## config.mk

```make
export PLATFORM = sky130hd
export DESIGN_NAME = paged_map
export DESIGN_NICKNAME = d
export VERILOG_FILES = /design/src/rtl/paged_map_pkg.sv /design/src/rtl/paged_map_ctrl.sv /design/src/rtl/paged_map_dp.sv /design/src/rtl/paged_map.sv
export SDC_FILE = /design/constraint.sdc
export NUM_CORES = 1
export LEC_CHECK = 0
export ABC_CLOCK_PERIOD_IN_PS = 6500
export BUFFER_PORTS_ARGS = -buffer_cell sky130_fd_sc_hd__buf_2
export CAP_MARGIN = 5
export CORE_ASPECT_RATIO = 0.8
export CORE_UTILIZATION = 35
export DETAILED_ROUTE_END_ITERATION = 10
export PLACE_DENSITY = 0.49
export SLEW_MARGIN = 20
export SYNTH_ARGS = -nofsm -noshare
export SYNTH_HDL_FRONTEND = slang
export SYNTH_HIERARCHICAL = 1
export SYNTH_SLANG_ARGS = --single-unit
```

## constraint.sdc

```tcl
create_clock -name clk -period 6.5 [get_ports clk]
set_input_delay 0.65 -clock clk [delete_from_list [all_inputs] [get_ports clk]]
set_output_delay 0.65 -clock clk [all_outputs]
set_load 0.01 [all_outputs]
```

## src/rtl/paged_map_pkg.sv

```systemverilog
package paged_map_pkg;
  // strobes sent from the phase control to the datapath
  typedef struct packed {
    logic latchEn;  // capture translated address
    logic wrEn;     // store into mapping register
    logic rdEn;     // capture read data
  } mapCtl_t;
endpackage

```

## src/rtl/paged_map_ctrl.sv

```systemverilog
module paged_map_ctrl
  import paged_map_pkg::*;
(
  input  logic    clk,
  input  logic    rstN,
  input  logic    phiHigh,
  input  logic    ioSel,
  input  logic    ioWr,
  output mapCtl_t ctl,
  output logic    mapEn
);
  always_comb begin
    ctl.latchEn = !phiHigh;
    ctl.wrEn    = phiHigh && ioSel && ioWr;
    ctl.rdEn    = phiHigh && ioSel && !ioWr;
  end

  // sticky enable: set by the first stored write, cleared only by reset
  always_ff @(posedge clk) begin
    if (!rstN)          mapEn <= 1'b0;
    else if (ctl.wrEn)  mapEn <= 1'b1;
  end


  mapStick_chk: assert property (@(posedge clk) disable iff (!rstN)
    mapEn |=> mapEn);


  readNoEnable_chk: assert property (@(posedge clk) disable iff (!rstN)
    (phiHigh && ioSel && !ioWr && !mapEn) |=> !mapEn);


  lowPhaseNoEnable_chk: assert property (@(posedge clk) disable iff (!rstN)
    (!phiHigh && !mapEn) |=> !mapEn);
endmodule

```

## src/rtl/paged_map_dp.sv

```systemverilog
module paged_map_dp
  import paged_map_pkg::*;
#(
  parameter int CPU_AW    = 16,
  parameter int PAGE_BITS = 4,
  parameter int FRAME_W   = 8,
  localparam int OFF_W    = CPU_AW - PAGE_BITS,
  localparam int BUS_AW   = OFF_W + FRAME_W,
  localparam int NREG     = 1 << PAGE_BITS
) (
  input  logic                 clk,
  input  logic                 rstN,
  input  mapCtl_t              ctl,
  input  logic                 mapEn,
  input  logic [CPU_AW-1:0]    cpuAddr,
  input  logic [PAGE_BITS-1:0] ioIdx,
  input  logic [FRAME_W-1:0]   ioWrData,
  output logic [BUS_AW-1:0]    busAddr,
  output logic [FRAME_W-1:0]   ioRdData
);
  logic [FRAME_W-1:0]   regFile [NREG];
  logic [PAGE_BITS-1:0] page;
  logic [FRAME_W-1:0]   passFrame;
  logic [FRAME_W-1:0]   frameSel;
  logic [FRAME_W-1:0]   rdMux;

  // one flop group per mapping register
  for (genvar i = 0; i < NREG; i++) begin : g_reg
    always_ff @(posedge clk) begin
      if (!rstN)
        regFile[i] <= '0;
      else if (ctl.wrEn && (ioIdx == PAGE_BITS'(i)))
        regFile[i] <= ioWrData;
    end
  end

  assign page      = cpuAddr[CPU_AW-1:OFF_W];
  assign passFrame = {{(FRAME_W-PAGE_BITS){1'b0}}, page};
  assign frameSel  = mapEn ? regFile[page] : passFrame;
  assign rdMux     = regFile[ioIdx];

  always_ff @(posedge clk) begin
    if (!rstN)            busAddr <= '0;
    else if (ctl.latchEn) busAddr <= {frameSel, cpuAddr[OFF_W-1:0]};
  end

  always_ff @(posedge clk) begin
    if (!rstN)         ioRdData <= '0;
    else if (ctl.rdEn) ioRdData <= rdMux;
  end


  readData_chk: assert property (@(posedge clk) disable iff (!rstN)
    ctl.rdEn |=> (ioRdData == $past(rdMux)));


  readHold_chk: assert property (@(posedge clk) disable iff (!rstN)
    !ctl.rdEn |=> $stable(ioRdData));
endmodule

```

## src/rtl/paged_map.sv

```systemverilog
module paged_map
  import paged_map_pkg::*;
#(
  parameter int CPU_AW    = 16,
  parameter int PAGE_BITS = 4,
  parameter int FRAME_W   = 8,
  localparam int OFF_W    = CPU_AW - PAGE_BITS,
  localparam int BUS_AW   = OFF_W + FRAME_W
) (
  input  logic                 clk,
  input  logic                 rstN,
  input  logic                 phiHigh,
  input  logic [CPU_AW-1:0]    cpuAddr,
  input  logic                 ioSel,
  input  logic                 ioWr,
  input  logic [PAGE_BITS-1:0] ioIdx,
  input  logic [FRAME_W-1:0]   ioWrData,
  output logic [BUS_AW-1:0]    busAddr,
  output logic [FRAME_W-1:0]   ioRdData
);
  mapCtl_t ctl;
  logic    mapEn;

  paged_map_ctrl u_ctrl (
    .clk(clk), .rstN(rstN), .phiHigh(phiHigh),
    .ioSel(ioSel), .ioWr(ioWr), .ctl(ctl), .mapEn(mapEn)
  );

  paged_map_dp #(.CPU_AW(CPU_AW), .PAGE_BITS(PAGE_BITS), .FRAME_W(FRAME_W)) u_dp (
    .clk(clk), .rstN(rstN), .ctl(ctl), .mapEn(mapEn), .cpuAddr(cpuAddr),
    .ioIdx(ioIdx), .ioWrData(ioWrData), .busAddr(busAddr), .ioRdData(ioRdData)
  );


  busHold_chk: assert property (@(posedge clk) disable iff (!rstN)
    phiHigh |=> $stable(busAddr));


  offsetPass_chk: assert property (@(posedge clk) disable iff (!rstN)
    !phiHigh |=> (busAddr[OFF_W-1:0] == $past(cpuAddr[OFF_W-1:0])));


  passUpper_chk: assert property (@(posedge clk) disable iff (!rstN)
    (!phiHigh && !mapEn) |=> (busAddr[BUS_AW-1:CPU_AW] == '0));
endmodule

```

# [Yosys cells after proc, flatten, opt, wreduce, memory -nomap -nowiden]
# Memory sizes are Yosys's and may differ from the RTL's. A register that Yosys moved wholly into a read port is not among the register bits.
# Index checks and enable logic that the tools add are counted.
[word_totals] regBits=21 ramBits=128 inputBits=33 out_inout_bits=28 word_cells=122 mem_count=1
[op_classes] n_eq_ne=15 muxes=66 n_bitwise=16 reduce_logical=22
[memory_table] memory="u_dp.regFile" depth=16 word_bits=8 read_ports=2 rd_ports_with_merged_regs=1 wr=16 line_no="paged_map_dp.sv:21" rtl="logic [FRAME_W-1:0] regFile [NREG];"
[ops] op="2-to-1 mux 8 bit" n=17
[ops] op="2-to-1 mux 1 bit" n=49
[ops] op="== test 4 bit, second input constant" n=8
[ops] op="logical AND 1 bit" n=19
[ops] op="== test 4 x 3 -> 1 bit, second input constant" n=4
[ops] op="bitwise OR 1 bit" n=16
[ops] op="== test 4 x 2 -> 1 bit, second input constant" n=2
[ops] op="== test 4 x 1 -> 1 bit, second input constant" n=1
[ops] op="zero test 4 bit" n=1
[ops] op="zero test 1 bit" n=2

# [Longest topological paths before layout]
[depth] ltp_word=7 mapped_depth=7 mapped_depth_nobuf=4

# [Modules after synthesis]
# Netlist, hierarchy kept.
[modules_own_cells] mod="paged_map_dp" instances=1 cells_per_inst=574 area_per_inst_um2=7981.4 seq_area_each_um2=4404.2
[modules_own_cells] mod="paged_map_ctrl" instances=1 cells_per_inst=6 area_per_inst_um2=50.0 seq_area_each_um2=20.0

# [Worst setup path after synthesis]
# OpenSTA, ideal clock, no wires.
[synth_path] path_kind="input-to-reg" from="input ioIdx[0]" to="memory u_dp.regFile[0][0], enable pin" setup_ps=384 t_arrival_ps=2153 required_time_ps=6116 setup_slack_ps=3963 stages=5 path_buffers=3 path_cell_list="buf_6 buf_6 or3b_1 buf_2 o21ai_0"
[synth_lines] element="start, declared" line_no="paged_map.sv:16" rtl="input logic [PAGE_BITS-1:0] ioIdx,"
[synth_lines] element="end, declared" line_no="paged_map_dp.sv:21"

==> insert_results.sql <==
INSERT INTO impl_metrics (metric_group, metric, value, unit) VALUES
('power_and_ir_drop', 'flop_pwr_share', '0.493', ''),
('logic_synthesis', 'post_synth_xor_area_fraction', '0', ''),
('power_and_ir_drop', 'power_frac_comb', '0.098', ''),
('setup_path', 'crit_path_top_delay_cell', 'sky130_fd_sc_hd__o21ai_0', ''),
('timing', 'setup_viol', '0', ''),
('die', 'core.rowCount', '49', ''),
('drt', 'wl_per_cell', '26.65', 'um'),
('finish', 'fillerInstances', '2126', ''),
('cts', 'ctsLongestPathBuffers', '2', ''),
('die', 'count_of_boundary_i_o_pins', '61', ''),
('power_and_ir_drop', 'power.internal', '1.788', 'mW'),
('logic_synthesis', 'largest_family_of_logic_cells_by_synthesized_area', 'multiplexers', ''),
('cts', 'holdBufCountCts', '0', ''),
('drt', 'route.final.wire_length', '25050', 'um'),
('die', 'core', '0.02250', 'mm2'),
('logic_synthesis', 'synth_flop_cell', 'sky130_fd_sc_hd__edfxtp_1', ''),
('placed_design', 'gpl.final_weighted_congestion', '0.9198', ''),
('timing', 'worst_slew_pin_slew', '1.080', 'ns'),
('cts', 'ctsRootBufferMaster', 'sky130_fd_sc_hd__clkbuf_16', ''),
('cts', 'cts.clk_slew.worst_paths', '0.07', 'ns'),
('cts', 'worst_skew_pair.late_latency', '0.43', 'ns'),
('logic_synthesis', 'synth_seq_area_share', '0.5509', ''),
('cts', 'clock-sinks', '157', ''),
('logic_synthesis', 'yosys_warnings', '6', ''),
('finish', 'syn2layout_area_growth', '13.16', '%'),
('logic_synthesis', 'yosys.area_share.simple', '0.1650', ''),
('finish', 'layout.nets', '654', ''),
('die', 'fp.dieW', '171.4', 'um'),
('hold_path', 'hold_path_class', 'in -> reg', ''),
('power_and_ir_drop', 'switching_share_of_power', '0.2620', ''),
('logic_synthesis', 'yosysTopAreaCell', 'sky130_fd_sc_hd__edfxtp_1', ''),
('drt', 'dr.pass1.iters', '5', ''),
('setup_path', 'worst-setup-path-type', 'in -> reg', ''),
('cts', 'cts_htree_levels', '4', ''),
('global_routing', 'maximum_number_of_pins_on_one_net_before_global_route_repair', '52', ''),
('die', 'die-area', '0.02356', 'mm2'),
('power_and_ir_drop', 'power.switching', '634.7', 'uW'),
('status', 'run_status', 'completed', ''),
('setup_path', 'cp_top_family', 'compound AO/OA/AOI/OAI gates', ''),
('hold_path', 'min_from', 'cpuAddr[11]', ''),
('power_and_ir_drop', 'ratio_of_total_power_to_cell_area', '266.6', 'mW/mm2'),
('die', 'floorplan.die.height', '137.5', 'um'),
('power_and_ir_drop', 'leakage', '3.235', 'nW'),
('timing', 'fmax', '0.3510', 'GHz'),
('power_and_ir_drop', 'vdd_ir_drop_max', '0.0001729', 'V'),
('hold_path', 'timing.hold.worst_path_depth', '3', ''),
('placed_design', 'port_buffers', '60', ''),
('setup_path', 'timing.critical_path.required', '6.54', 'ns'),
('cts', 'post_cts.resized_instances', '0', ''),
('placed_design', 'postPlaceCellArea', '0.008507', 'mm2'),
('cts', 'cts_setup_buffers', '0', ''),
('timing', 'grt_setup_unrepaired', 'no', ''),
('timing', 'final_min_period_over_clock_period', '0.4384', ''),
('cts', 'cts_buffers', '17', ''),
('logic_synthesis', 'flops_latches_synth', '157', ''),
('hold_path', 'worst_hold_path.endpoint', 'u_dp/busAddr[11]$_SDFFE_PN0P_', ''),
('logic_synthesis', 'synth_compound_area_frac', '0.05858', ''),
('setup_path', 'cp_cell_sequence', 'buf_2, buf_4, nand3b_1, o21ai_0', ''),
('timing', 'max_slew_margin', '0.2724', ''),
('logic_synthesis', 'yosys.cell_types.count', '47', ''),
('logic_synthesis', 'post_synth_mux_area_share', '0.1955', ''),
('setup_path', 'r2r_setup_slack', '4.63', 'ns'),
('setup_path', 'critPathMaxStageDelay', '1.03', 'ns'),
('logic_synthesis', 'asyncSetResetFlopFracSynth', '0', ''),
('placed_design', 'place.detailed.hpwl', '17950', 'um'),
('drt', 'drcViolationCount', '0', ''),
('global_routing', 'grt_resource_usage_total', '0.2228', ''),
('logic_synthesis', 'mappedNetlistArea', '0.008031', 'mm2'),
('setup_path', 'nature_of_the_critical_path_endpoint', 'flip-flop', ''),
('power_and_ir_drop', 'power.clock.fraction', '0.409', ''),
('setup_path', 'ff2ff_path_depth', '4', '');
## sequential cells by signal, indices dropped and copies added (netlist names)
signal / flops
u_dp/busAddr: 20
u_dp/regFile: 128
u_dp/ioRdData: 8
u_ctrl/mapEn: 1
## metal layers
| metal | vias to the layer above | track usage | wire length [um] | share of wire |
|---|---|---|---|---|
| li1 | 2288 | - | - | - |
| met1 | 2705 | 0.3420 | 11860 | 0.47 |
| met2 | 309 | 0.2974 | 10190 | 0.41 |
| met3 | 22 | 0.07613 | 2751 | 0.11 |
| met4 | 0 | 0.04762 | 242 | 0.0097 |
| met5 | - | 0 | 0 | 0 |
## cells by family (layout without fill, tap and decap cells)
group	Yosys count	after routing
simple gates	225	225
compound gates	71	71
buf+inv	44	98
mux	83	83
flops	157	157
## per-stage QoR
step                hold WS [ns]  utilization  cells  power, mW
finish                    0.4731       0.4039    940      2.423
global route              0.4746       0.4039    940      2.496
CTS                       0.4623       0.4039    940      2.436
detailed placement        0.4975       0.3781    908      1.451
global placement          0.4841       0.3781    908      1.451
floorplan                 0.4385            -    580      1.341
## cells in the final DEF, fill, tap and decap left out, drive strengths merged, types with 4 or more instances in the layout
master    n
nand3    14
a21oi     9
nor2b    20
nand2    24
edfxtp  128
inv      11
o21ai    24
clkbuf   18
a22o      8
buf      63
mux2i    23
clkinv    4
mux4     58
nor2     20
and2    129
dfxtp    29
a31oi     9
a22oi     4
a32o      4
## final cells by class
class / instances / area [um2] / area share
flip-flops and latches: 157 / 4424 / 0.4868
multi-input cells: 379 / 3366 / 0.3703
clock buffers: 18 / 429.2 / 0.04722
well taps: 306 / 382.9 / 0.04213
repair buffers: 63 / 322.8 / 0.03552
clock inverters: 14 / 152.6 / 0.01680
inverters: 3 / 11.26 / 0.001239
## worst max path at each step
stage,end,startpoint,cells after the start,slack (ns)
after floorplan,u_dp/regFile[0][0]$_SDFFCE_PN0P_,ioIdx[0],5,3.96
after global placement,u_dp/regFile[9][2]$_SDFFCE_PN0P_,ioIdx[0],4,3.24
after detailed placement,u_dp/regFile[9][2]$_SDFFCE_PN0P_,ioIdx[0],4,3.11
after CTS,u_dp/regFile[9][1]$_SDFFCE_PN0P_,ioIdx[0],4,3.58
after global routing,u_dp/regFile[13][0]$_SDFFCE_PN0P_,ioIdx[0],4,3.50
final,u_dp/regFile[13][4]$_SDFFCE_PN0P_,ioIdx[0],4,3.65
## synthesized netlist by cell type, types with 2 or more instances
master / n
sky130_fd_sc_hd__and2_1: 129
sky130_fd_sc_hd__edfxtp_1: 128
sky130_fd_sc_hd__mux4_2: 55
sky130_fd_sc_hd__dfxtp_1: 29
sky130_fd_sc_hd__nand2_1: 24
sky130_fd_sc_hd__o21ai_0: 24
sky130_fd_sc_hd__mux2i_1: 23
sky130_fd_sc_hd__nor2b_1: 20
sky130_fd_sc_hd__clkbuf_1: 19
sky130_fd_sc_hd__nor2_1: 16
sky130_fd_sc_hd__nand3_1: 14
sky130_fd_sc_hd__buf_2: 13
sky130_fd_sc_hd__a21oi_1: 9
sky130_fd_sc_hd__a31oi_1: 9
sky130_fd_sc_hd__a22o_1: 8
sky130_fd_sc_hd__buf_6: 6
sky130_fd_sc_hd__a22oi_1: 4
sky130_fd_sc_hd__a32o_1: 4
sky130_fd_sc_hd__nor2_4: 4
sky130_fd_sc_hd__inv_1: 3
sky130_fd_sc_hd__mux4_1: 3
sky130_fd_sc_hd__nand2b_1: 3
sky130_fd_sc_hd__nor3_1: 3
sky130_fd_sc_hd__and3_1: 2
sky130_fd_sc_hd__mux2_2: 2
sky130_fd_sc_hd__nand3b_1: 2
sky130_fd_sc_hd__nor3b_1: 2
sky130_fd_sc_hd__o31ai_1: 2
sky130_fd_sc_hd__or3b_1: 2
## worst min-delay path, delay by kind of cell
family | cells | cell delay [ns]
buf+inv | 1 | 0.07
simple gates | 1 | 0.09
mux | 1 | 0.05
## power groups by stage
stage | registers (mW) | logic (mW) | clock network [mW]
2_1_floorplan | 1.18 | 0.161 | 0
3_3_place_gp | 1.21 | 0.238 | 0
3_5_place_dp | 1.21 | 0.239 | 0
4_1_cts | 1.19 | 0.239 | 1.01
5_1_grt | 1.20 | 0.254 | 1.05
6_report | 1.19 | 0.238 | 0.990
Note: power is estimated with default switching activity, not from simulation.
